`src/rtl/chb_sel_pkg.sv`:
```
package chb_sel_pkg;
  typedef enum logic [1:0] {
    CELL_ZERO = 2'b00,
    CELL_POS  = 2'b01,
    CELL_NEG  = 2'b10,
    CELL_PWM  = 2'b11
  } cell_code_e;

  typedef enum logic [1:0] {
    ST_IDLE,
    ST_PICK,
    ST_DIV
  } sel_state_e;
endpackage

```
`src/rtl/chb_rank_sorter.sv`:
```
// Odd-even transposition network; a strict total order (voltage, then index) makes it stable.
module chb_rank_sorter #(
  parameter int N  = 9,
  parameter int VW = 16,
  parameter int IW = $clog2(N)
) (
  input  logic          desc_i,
  input  logic [VW-1:0] v_i   [N],
  output logic [VW-1:0] v_o   [N],
  output logic [IW-1:0] idx_o [N]
);
  function automatic logic ahead(input logic desc,
                                 input logic [VW-1:0] va, input logic [IW-1:0] ia,
                                 input logic [VW-1:0] vb, input logic [IW-1:0] ib);
    if (va == vb) return ia < ib;
    return desc ? (va > vb) : (va < vb);
  endfunction

  logic [VW-1:0] vs [N+1][N];
  logic [IW-1:0] xs [N+1][N];

  for (genvar k = 0; k < N; k++) begin : g_in
    assign vs[0][k] = v_i[k];
    assign xs[0][k] = IW'(k);
  end

  for (genvar s = 0; s < N; s++) begin : g_stage
    localparam int OFS = s % 2;
    for (genvar k = 0; k < N; k++) begin : g_el
      if (k >= OFS && (k - OFS) % 2 == 0 && k + 1 < N) begin : g_lo
        logic sw;
        assign sw = ahead(desc_i, vs[s][k+1], xs[s][k+1], vs[s][k], xs[s][k]);
        assign vs[s+1][k] = sw ? vs[s][k+1] : vs[s][k];
        assign xs[s+1][k] = sw ? xs[s][k+1] : xs[s][k];
      end else if (k - 1 >= OFS && (k - 1 - OFS) % 2 == 0) begin : g_hi
        logic sw;
        assign sw = ahead(desc_i, vs[s][k], xs[s][k], vs[s][k-1], xs[s][k-1]);
        assign vs[s+1][k] = sw ? vs[s][k-1] : vs[s][k];
        assign xs[s+1][k] = sw ? xs[s][k-1] : xs[s][k];
      end else begin : g_pass
        assign vs[s+1][k] = vs[s][k];
        assign xs[s+1][k] = xs[s][k];
      end
    end
  end

  for (genvar k = 0; k < N; k++) begin : g_out
    assign v_o[k]   = vs[N][k];
    assign idx_o[k] = xs[N][k];
  end
endmodule

```
`src/rtl/chb_frac_divider.sv`:
```
// Restoring fraction divider: quot = floor(num * 2^DW / den), requires num < den.
module chb_frac_divider #(
  parameter int VW = 16,
  parameter int DW = 10
) (
  input  logic          clk_i,
  input  logic          rst_ni,
  input  logic          start_i,
  input  logic [VW-1:0] num_i,
  input  logic [VW-1:0] den_i,
  output logic [DW-1:0] quot_o,
  output logic          done_o
);
  localparam int CW = $clog2(DW + 1);

  logic [VW:0]   rem_q;
  logic [VW-1:0] den_q;
  logic [DW-1:0] quot_q;
  logic [CW-1:0] cnt_q;
  logic          busy_q;
  logic [VW:0]   sh;

  assign sh = {rem_q[VW-1:0], 1'b0};

  always_ff @(posedge clk_i or negedge rst_ni) begin
    if (!rst_ni) begin
      rem_q  <= '0;
      den_q  <= '0;
      quot_q <= '0;
      cnt_q  <= '0;
      busy_q <= 1'b0;
    end else if (start_i) begin
      rem_q  <= {1'b0, num_i};
      den_q  <= den_i;
      quot_q <= '0;
      cnt_q  <= CW'(DW);
      busy_q <= 1'b1;
    end else if (busy_q) begin
      if (cnt_q != '0) begin
        if (sh >= {1'b0, den_q}) begin
          rem_q  <= sh - {1'b0, den_q};
          quot_q <= {quot_q[DW-2:0], 1'b1};
        end else begin
          rem_q  <= sh;
          quot_q <= {quot_q[DW-2:0], 1'b0};
        end
        cnt_q <= cnt_q - 1'b1;
      end else begin
        busy_q <= 1'b0;
      end
    end
  end

  assign quot_o = quot_q;
  assign done_o = busy_q && (cnt_q == '0);

  // partial remainder never reaches the divisor, so the quotient is a proper fraction
  a_r3_rem_below_den: assert property (@(posedge clk_i) disable iff (!rst_ni)
    busy_q |-> (rem_q < {1'b0, den_q}));
endmodule

```
`src/rtl/chb_center_pwm.sv`:
```
// Up/down carrier 0..2^DW-1..0; gate high while carrier + duty exceeds the peak.
module chb_center_pwm #(
  parameter int DW = 10
) (
  input  logic          clk_i,
  input  logic          rst_ni,
  input  logic          restart_i,
  input  logic [DW-1:0] duty_i,
  output logic          pwm_o
);
  localparam logic [DW-1:0] PEAK = '1;

  logic [DW-1:0] cnt_q;
  logic          up_q;

  always_ff @(posedge clk_i or negedge rst_ni) begin
    if (!rst_ni) begin
      cnt_q <= '0;
      up_q  <= 1'b1;
    end else if (restart_i) begin
      cnt_q <= '0;
      up_q  <= 1'b1;
    end else if (up_q) begin
      if (cnt_q == PEAK) up_q <= 1'b0;
      else cnt_q <= cnt_q + 1'b1;
    end else begin
      if (cnt_q == '0) up_q <= 1'b1;
      else cnt_q <= cnt_q - 1'b1;
    end
  end

  assign pwm_o = ({1'b0, cnt_q} + {1'b0, duty_i}) > {1'b0, PEAK};

  // the carrier trough always lies outside the centred pulse
  a_r8_trough_off: assert property (@(posedge clk_i) disable iff (!rst_ni)
    (cnt_q == '0) |-> !pwm_o);
  // the carrier steps by one while rising below the peak
  a_r8_carrier_step: assert property (@(posedge clk_i) disable iff (!rst_ni)
    (up_q && cnt_q != PEAK && !restart_i) |=> (cnt_q == $past(cnt_q) + 1'b1));
endmodule

```
`src/rtl/chb_cell_selector.sv`:
```
module chb_cell_selector
  import chb_sel_pkg::*;
#(
  parameter int N_CELLS = 9,
  parameter int VW      = 16,
  parameter int DW      = 10,
  parameter int SUM_W   = VW + $clog2(N_CELLS)
) (
  input  logic                    clk_i,
  input  logic                    rst_ni,
  input  logic                    start_i,
  input  logic signed [SUM_W:0]   demand_i,
  input  logic [N_CELLS*VW-1:0]   cell_v_i,
  input  logic                    flow_out_i,
  input  logic                    half_neg_i,
  output logic [2*N_CELLS-1:0]    cell_state_o,
  output logic [DW-1:0]           duty_o,
  output logic                    pwm_o,
  output logic                    valid_o
);
  localparam int IW = $clog2(N_CELLS);

  sel_state_e           st_q;
  logic [VW-1:0]        cv_q [N_CELLS];
  logic [SUM_W:0]       mag_q, dmd_abs;
  logic                 flow_q, half_q;
  logic [VW-1:0]        rk_v [N_CELLS];
  logic [IW-1:0]        rk_i [N_CELLS];
  logic [2*N_CELLS-1:0] pend_d, pend_q;
  logic [VW-1:0]        num_d, den_d;
  logic [DW-1:0]        quot;
  logic                 div_done;
  logic [N_CELLS-1:0]   pwm_mask;

  assign dmd_abs = demand_i[SUM_W] ? $unsigned(-demand_i) : $unsigned(demand_i);

  chb_rank_sorter #(.N(N_CELLS), .VW(VW), .IW(IW)) u_sort (
    .desc_i (flow_q),
    .v_i    (cv_q),
    .v_o    (rk_v),
    .idx_o  (rk_i)
  );

  // Walk the ranking: full cells while the running sum fits, then one PWM cell
  always_comb begin
    logic [SUM_W:0] acc, nxt;
    logic           hit;
    acc    = '0;
    hit    = 1'b0;
    pend_d = '0;
    num_d  = '0;
    den_d  = VW'(1);
    for (int k = 0; k < N_CELLS; k++) begin
      nxt = acc + (SUM_W+1)'(rk_v[k]);
      if (!hit) begin
        if (nxt <= mag_q) begin
          acc = nxt;
          pend_d[{rk_i[k], 1'b0} +: 2] = half_q ? CELL_NEG : CELL_POS;
        end else begin
          hit   = 1'b1;
          num_d = VW'(mag_q - acc);
          den_d = rk_v[k];
          pend_d[{rk_i[k], 1'b0} +: 2] = CELL_PWM;
        end
      end
    end
  end

  chb_frac_divider #(.VW(VW), .DW(DW)) u_div (
    .clk_i   (clk_i),
    .rst_ni  (rst_ni),
    .start_i (st_q == ST_PICK),
    .num_i   (num_d),
    .den_i   (den_d),
    .quot_o  (quot),
    .done_o  (div_done)
  );

  always_ff @(posedge clk_i or negedge rst_ni) begin
    if (!rst_ni) begin
      st_q         <= ST_IDLE;
      for (int k = 0; k < N_CELLS; k++) cv_q[k] <= '0;
      mag_q        <= '0;
      flow_q       <= 1'b0;
      half_q       <= 1'b0;
      pend_q       <= '0;
      cell_state_o <= '0;
      duty_o       <= '0;
      valid_o      <= 1'b0;
    end else begin
      valid_o <= 1'b0;
      unique case (st_q)
        ST_IDLE: if (start_i) begin
          for (int k = 0; k < N_CELLS; k++) cv_q[k] <= cell_v_i[k*VW +: VW];
          mag_q  <= dmd_abs;
          flow_q <= flow_out_i;
          half_q <= half_neg_i;
          st_q   <= ST_PICK;
        end
        ST_PICK: begin
          pend_q <= pend_d;
          st_q   <= ST_DIV;
        end
        ST_DIV: if (div_done) begin
          cell_state_o <= pend_q;
          duty_o       <= quot;
          valid_o      <= 1'b1;
          st_q         <= ST_IDLE;
        end
        default: st_q <= ST_IDLE;
      endcase
    end
  end

  chb_center_pwm #(.DW(DW)) u_pwm (
    .clk_i     (clk_i),
    .rst_ni    (rst_ni),
    .restart_i (st_q == ST_DIV && div_done),
    .duty_i    (duty_o),
    .pwm_o     (pwm_o)
  );

  always_comb begin
    for (int k = 0; k < N_CELLS; k++) pwm_mask[k] = &cell_state_o[2*k +: 2];
  end

  // sorter output respects direction and lower-index-first tie rule
  for (genvar k = 0; k + 1 < N_CELLS; k++) begin : g_ord
    a_r1_rank_order: assert property (@(posedge clk_i) disable iff (!rst_ni)
      (st_q == ST_PICK) |->
        ((rk_v[k] == rk_v[k+1]) ? (rk_i[k] < rk_i[k+1])
                                : (flow_q ? (rk_v[k] > rk_v[k+1]) : (rk_v[k] < rk_v[k+1]))));
  end
  // never more than one modulated cell
  a_r3_single_pwm: assert property (@(posedge clk_i) disable iff (!rst_ni)
    $countones(pwm_mask) <= 1);
  // no modulated cell implies zero duty
  a_r6_zero_duty: assert property (@(posedge clk_i) disable iff (!rst_ni)
    (pwm_mask == '0) |-> (duty_o == '0));
  // latched request holds while busy
  a_r7_hold_busy: assert property (@(posedge clk_i) disable iff (!rst_ni)
    (st_q != ST_IDLE) |=> $stable(mag_q) && $stable(half_q) && $stable(flow_q));
  // result strobe lasts one cycle
  a_r7_valid_pulse: assert property (@(posedge clk_i) disable iff (!rst_ni)
    valid_o |=> !valid_o);
endmodule

```
`config.mk`:
```
export PLATFORM = sky130hd
export DESIGN_NAME = chb_cell_selector
export DESIGN_NICKNAME = d
export VERILOG_FILES = /design/src/rtl/chb_sel_pkg.sv /design/src/rtl/chb_rank_sorter.sv /design/src/rtl/chb_frac_divider.sv /design/src/rtl/chb_center_pwm.sv /design/src/rtl/chb_cell_selector.sv
export SDC_FILE = /design/constraint.sdc
export NUM_CORES = 2
export LEC_CHECK = 0
export BUFFER_PORTS_ARGS = -buffer_cell sky130_fd_sc_hd__buf_2
export CAP_MARGIN = 0
export CORE_AREA = 10 10 370 372
export CTS_CLUSTER_DIAMETER = 200
export DETAILED_ROUTE_END_ITERATION = 12
export DIE_AREA = 0 0 380 382
export MAX_ROUTING_LAYER = met4
export PLACE_DENSITY_LB_ADDON = 0.2
export SYNTH_ARGS = -nofsm -noshare
export SYNTH_HDL_FRONTEND = slang
export SYNTH_SLANG_ARGS = --single-unit
```
`constraint.sdc`:
```
create_clock -name clk_i -period 70.6 [get_ports clk_i]
set_clock_uncertainty 0.05 [all_clocks]
set_input_delay 7.06 -clock clk_i [delete_from_list [all_inputs] [get_ports clk_i]]
set_output_delay 7.06 -clock clk_i [all_outputs]
set_load 0.05 [all_outputs]
```
==> qor.txt <==
FP Rows: 132
critical path startpoint category: register
Synth Area in XOR/XNOR: 4.15%
R2R setup slack: 3.80 ns
Hold Path Stages: 2
Post-synth top flop: dfrtp_1
post-placement cell count: 10900
Global Route Usage Sum: 36.8%
CP max FO: 39
post-synthesis sequential area ratio: 10.7%
Critical Path Sink Type: register
mux contribution to synthesized area: 10.1%
number of global-route vias before repair: 63300
I/O Buffers: 199
Critical Path Max Stage Delay: 0.72 ns
cell area after synthesis: 0.0643 mm2
largest net degree at the start of global routing: 98
hold path start: cell_state_o[15]$_DFFE_PN0P_
first-pass iteration count of the detailed router: 10
WL met2: 114000 um
Wirelength per Cell: 25.2 um
minimum clock period: 66.80 ns
flop and latch count out of synthesis: 274
post-route ant nets: 0
Final Wtd Congestion: 1.09
Final Cell Area: 0.0717 mm2
initial antenna violation count: 8
vias: 69600
R2R cell count: 337
met1 wire length: 126000 um
largest family of logic cells by synthesized area: compound AO/OA/AOI/OAI gates
Util after Layout: 55.6%
die area: 0.145 mm2
Clk Latency, worst-skew pair: 0.65 ns
Multi-input gate area: 0.0548 mm2
Worst Path Arrival: 67.31 ns
WHS Endpoint: cell_state_o[15]$_DFFE_PN0P_
CTS tree: yes
Worst Path Class, Setup: reg -> reg
Worst-Margin Slew: 1.35 ns
Max Used Layer: met4
reg2reg start: cv_q[124]$_DFFE_PN0P_
root buffer cell: clkbuf_16
Compound-Gate Fraction of Synth Area: 26.9%
Cells after Synth: 9030
FMAX: 15.0 MHz
number of I/O pins: 200
first-pass GRT wire length: 406000 um
Remaining Overflow, GRT: 0
Slew Viols, Final: 0
Reg area: 0.00686 mm2
# DRC: 0
clk buf depth: 3
fillers: 12700
DR WL met3: 28600 um
HPWL Detailed: 231000 um
synth unique cells: 129
final setup fails: 0
Relative slew margins: 9.11%
initial core utilization: 49.8%
Critical-path top delay cell: o21ai_0
Die Y: 382 um
area share of fa/ha/maj cells after synthesis: 22.1%
yosys warns: 0
post-route insts no fill: 11000
outcome: finished clean
DP Area: 0.0684 mm2
CP required: 71.11 ns
fin crit share: 94.6%
Worst-path clk slew: 0.06 ns
share of flip-flops with an asynchronous set or reset: 100%
final wirelength: 278000 um
Hold Fails Final Rpt: 0
Worst R2R End: u_div.rem_q[15]$_DFFE_PN0P_
Worst Hold Class: reg -> reg
most frequent CP cell: a21oi_1
Die Wd: 380 um
Num CTS Buffers: 36
simple-gate share of the synthesized area: 19.3%
Max H-tree Level: 2
CTS sink count: 274
initial drt markers: 8900
Avg Vias per Cell: 6.31
total core area: 0.129 mm2
share of cells above drive strength 1: 11.7%
area grow syn2layout: 11.7%
Syn Area/Cell: 7.12 um2
final net count: 10600
max-cap viol count: 0
Post-synth EDFFs: 0
[logic make-up after synthesis]
logic type | Yosys count
compound gates | 2841
xor+xnor | 298
fa+ha+maj | 1127
buf+inv | 1148
flops | 274
mux | 625
other cells | 1
simple gates | 2716
[critical path, delay by kind of cell, from the launching register on]
| family | cells | cell delay, ns |
|---|---|---|
| flops | 1 | 0.47 |
| simple gates | 70 | 12.49 |
| buf+inv | 23 | 3.35 |
| xor+xnor | 9 | 1.53 |
| fa+ha+maj | 28 | 8.13 |
| compound gates | 196 | 36.52 |
| mux | 11 | 4.07 |
[how the worst max path moves through the flow]
stage	slack, ns	start	cells past startpoint	to
floorplan	0.07	cv_q[29]$_DFFE_PN0P_	392	u_div.den_q[1]$_DFFE_PN0P_
global placement	0.95	cv_q[63]$_DFFE_PN0P_	354	u_div.rem_q[15]$_DFFE_PN0P_
detailed placement	-0.18	cv_q[29]$_DFFE_PN0P_	350	u_div.rem_q[15]$_DFFE_PN0P_
CTS	0.11	cv_q[29]$_DFFE_PN0P_	349	u_div.rem_q[15]$_DFFE_PN0P_
global route	-0.20	cv_q[143]$_DFFE_PN0P_	368	u_div.den_q[1]$_DFFE_PN0P_
finish	3.80	cv_q[124]$_DFFE_PN0P_	337	u_div.rem_q[15]$_DFFE_PN0P_
[cell usage after synthesis (all sizes together) (23+ instances only)]
master | number | area (um2)
and3 | 40 | 255
inv | 774 | 2910
xor2 | 115 | 1050
dfrtp | 273 | 6830
nor3 | 97 | 518
nand4 | 173 | 1080
nor2 | 823 | 3090
ha | 1108 | 13900
nor4 | 34 | 219
a21o | 256 | 1920
a221oi | 41 | 359
buf | 101 | 432
a2111oi | 26 | 269
o31ai | 47 | 395
a211oi | 59 | 475
nor2b | 125 | 782
o21a | 142 | 1070
clkbuf | 272 | 1020
o22ai | 23 | 158
nand3 | 112 | 566
or3 | 26 | 163
mux2 | 139 | 1580
o21bai | 86 | 646
mux2i | 486 | 4910
o21ai | 860 | 4320
and4 | 23 | 201
o211ai | 60 | 455
and2 | 52 | 325
a21boi | 30 | 229
xnor2 | 182 | 1590
a31oi | 41 | 263
or2 | 27 | 174
a21oi | 975 | 4880
nand2b | 108 | 676
nand2 | 1024 | 3850
[layout make-up]
class,count,share of cell area [%]
timing repair buffer,550,5.40
inverter,775,4.06
antenna,5,0.0174
sequential,274,9.56
tap,1742,3.04
clock inverter,16,0.220
timing repair inverter,1,0.0105
multi-input combinational,7619,76.4
clock buffer,49,1.34
[metrics by stage]
stage | setup TNS (ns) | worst slack [ns] | hold slack, ns
after global routing | -1.01 | -0.199 | 0.442
after detailed placement | -0.351 | -0.181 | 0.407
after global placement | 0 | 0.946 | 0.400
after floorplan | 0 | 0.0664 | 0.383
after CTS | 0 | 0.114 | 0.421
final | 0 | 3.80 | 0.416
[cell usage in the layout, fill, tap and decap left out, types with 23 or more instances in the layout]
cell type,count
o211ai_1,59
inv_1,769
a211oi_1,45
and2_1,49
o21ai_0,787
mux2i_1,433
xor2_1,111
o21ai_1,57
xnor2_1,181
o31ai_1,36
or3_1,25
mux2_2,134
ha_1,1108
nand3_1,110
clkbuf_16,37
a221oi_1,39
a21boi_0,23
a21o_1,255
nor2_1,815
dfrtp_1,272
nor3_1,88
mux2i_2,26
and3_1,37
nor4_1,26
nand4_1,173
a21oi_2,74
o21bai_1,85
o21a_1,141
buf_4,324
nand2b_1,108
mux2i_4,28
nor2b_1,123
a31oi_1,38
nand2_1,1017
a21oi_1,885
buf_2,199
[per-layer routing]
metal,vias up,GRT usage [%]
li1,32800,-
met1,32900,52.2
met2,3493,53.3
met3,435,6.16
met4,0,10.2
met5,-,-
[flip-flops by register name, indices dropped and copies added, names as in the netlist, 2 cells and up]
register	cells
duty_o	10
u_div.rem_q	16
st_q	2
u_div.den_q	16
cell_state_o	18
u_div.cnt_q	4
mag_q	21
pend_q	18
u_pwm.cnt_q	10
u_div.quot_o	10
cv_q	144
[repair_timing]
| action | in CTS | in global routing |
|---|---|---|
| cloned | 2 | 10 |
| setup buffers | 0 | 74 |
| endpoints found under the hold margin | 0 | 0 |
| pin swaps | 0 | 38 |
| gates resized for setup | 5 | 355 |
| hold buffers | 0 | 0 |
| setup endpoints to repair | 3 | 50 |
Power is left out: the tool's default activity adds up to more than one toggle a clock period on the data nets, which glitch-free logic cannot reach.
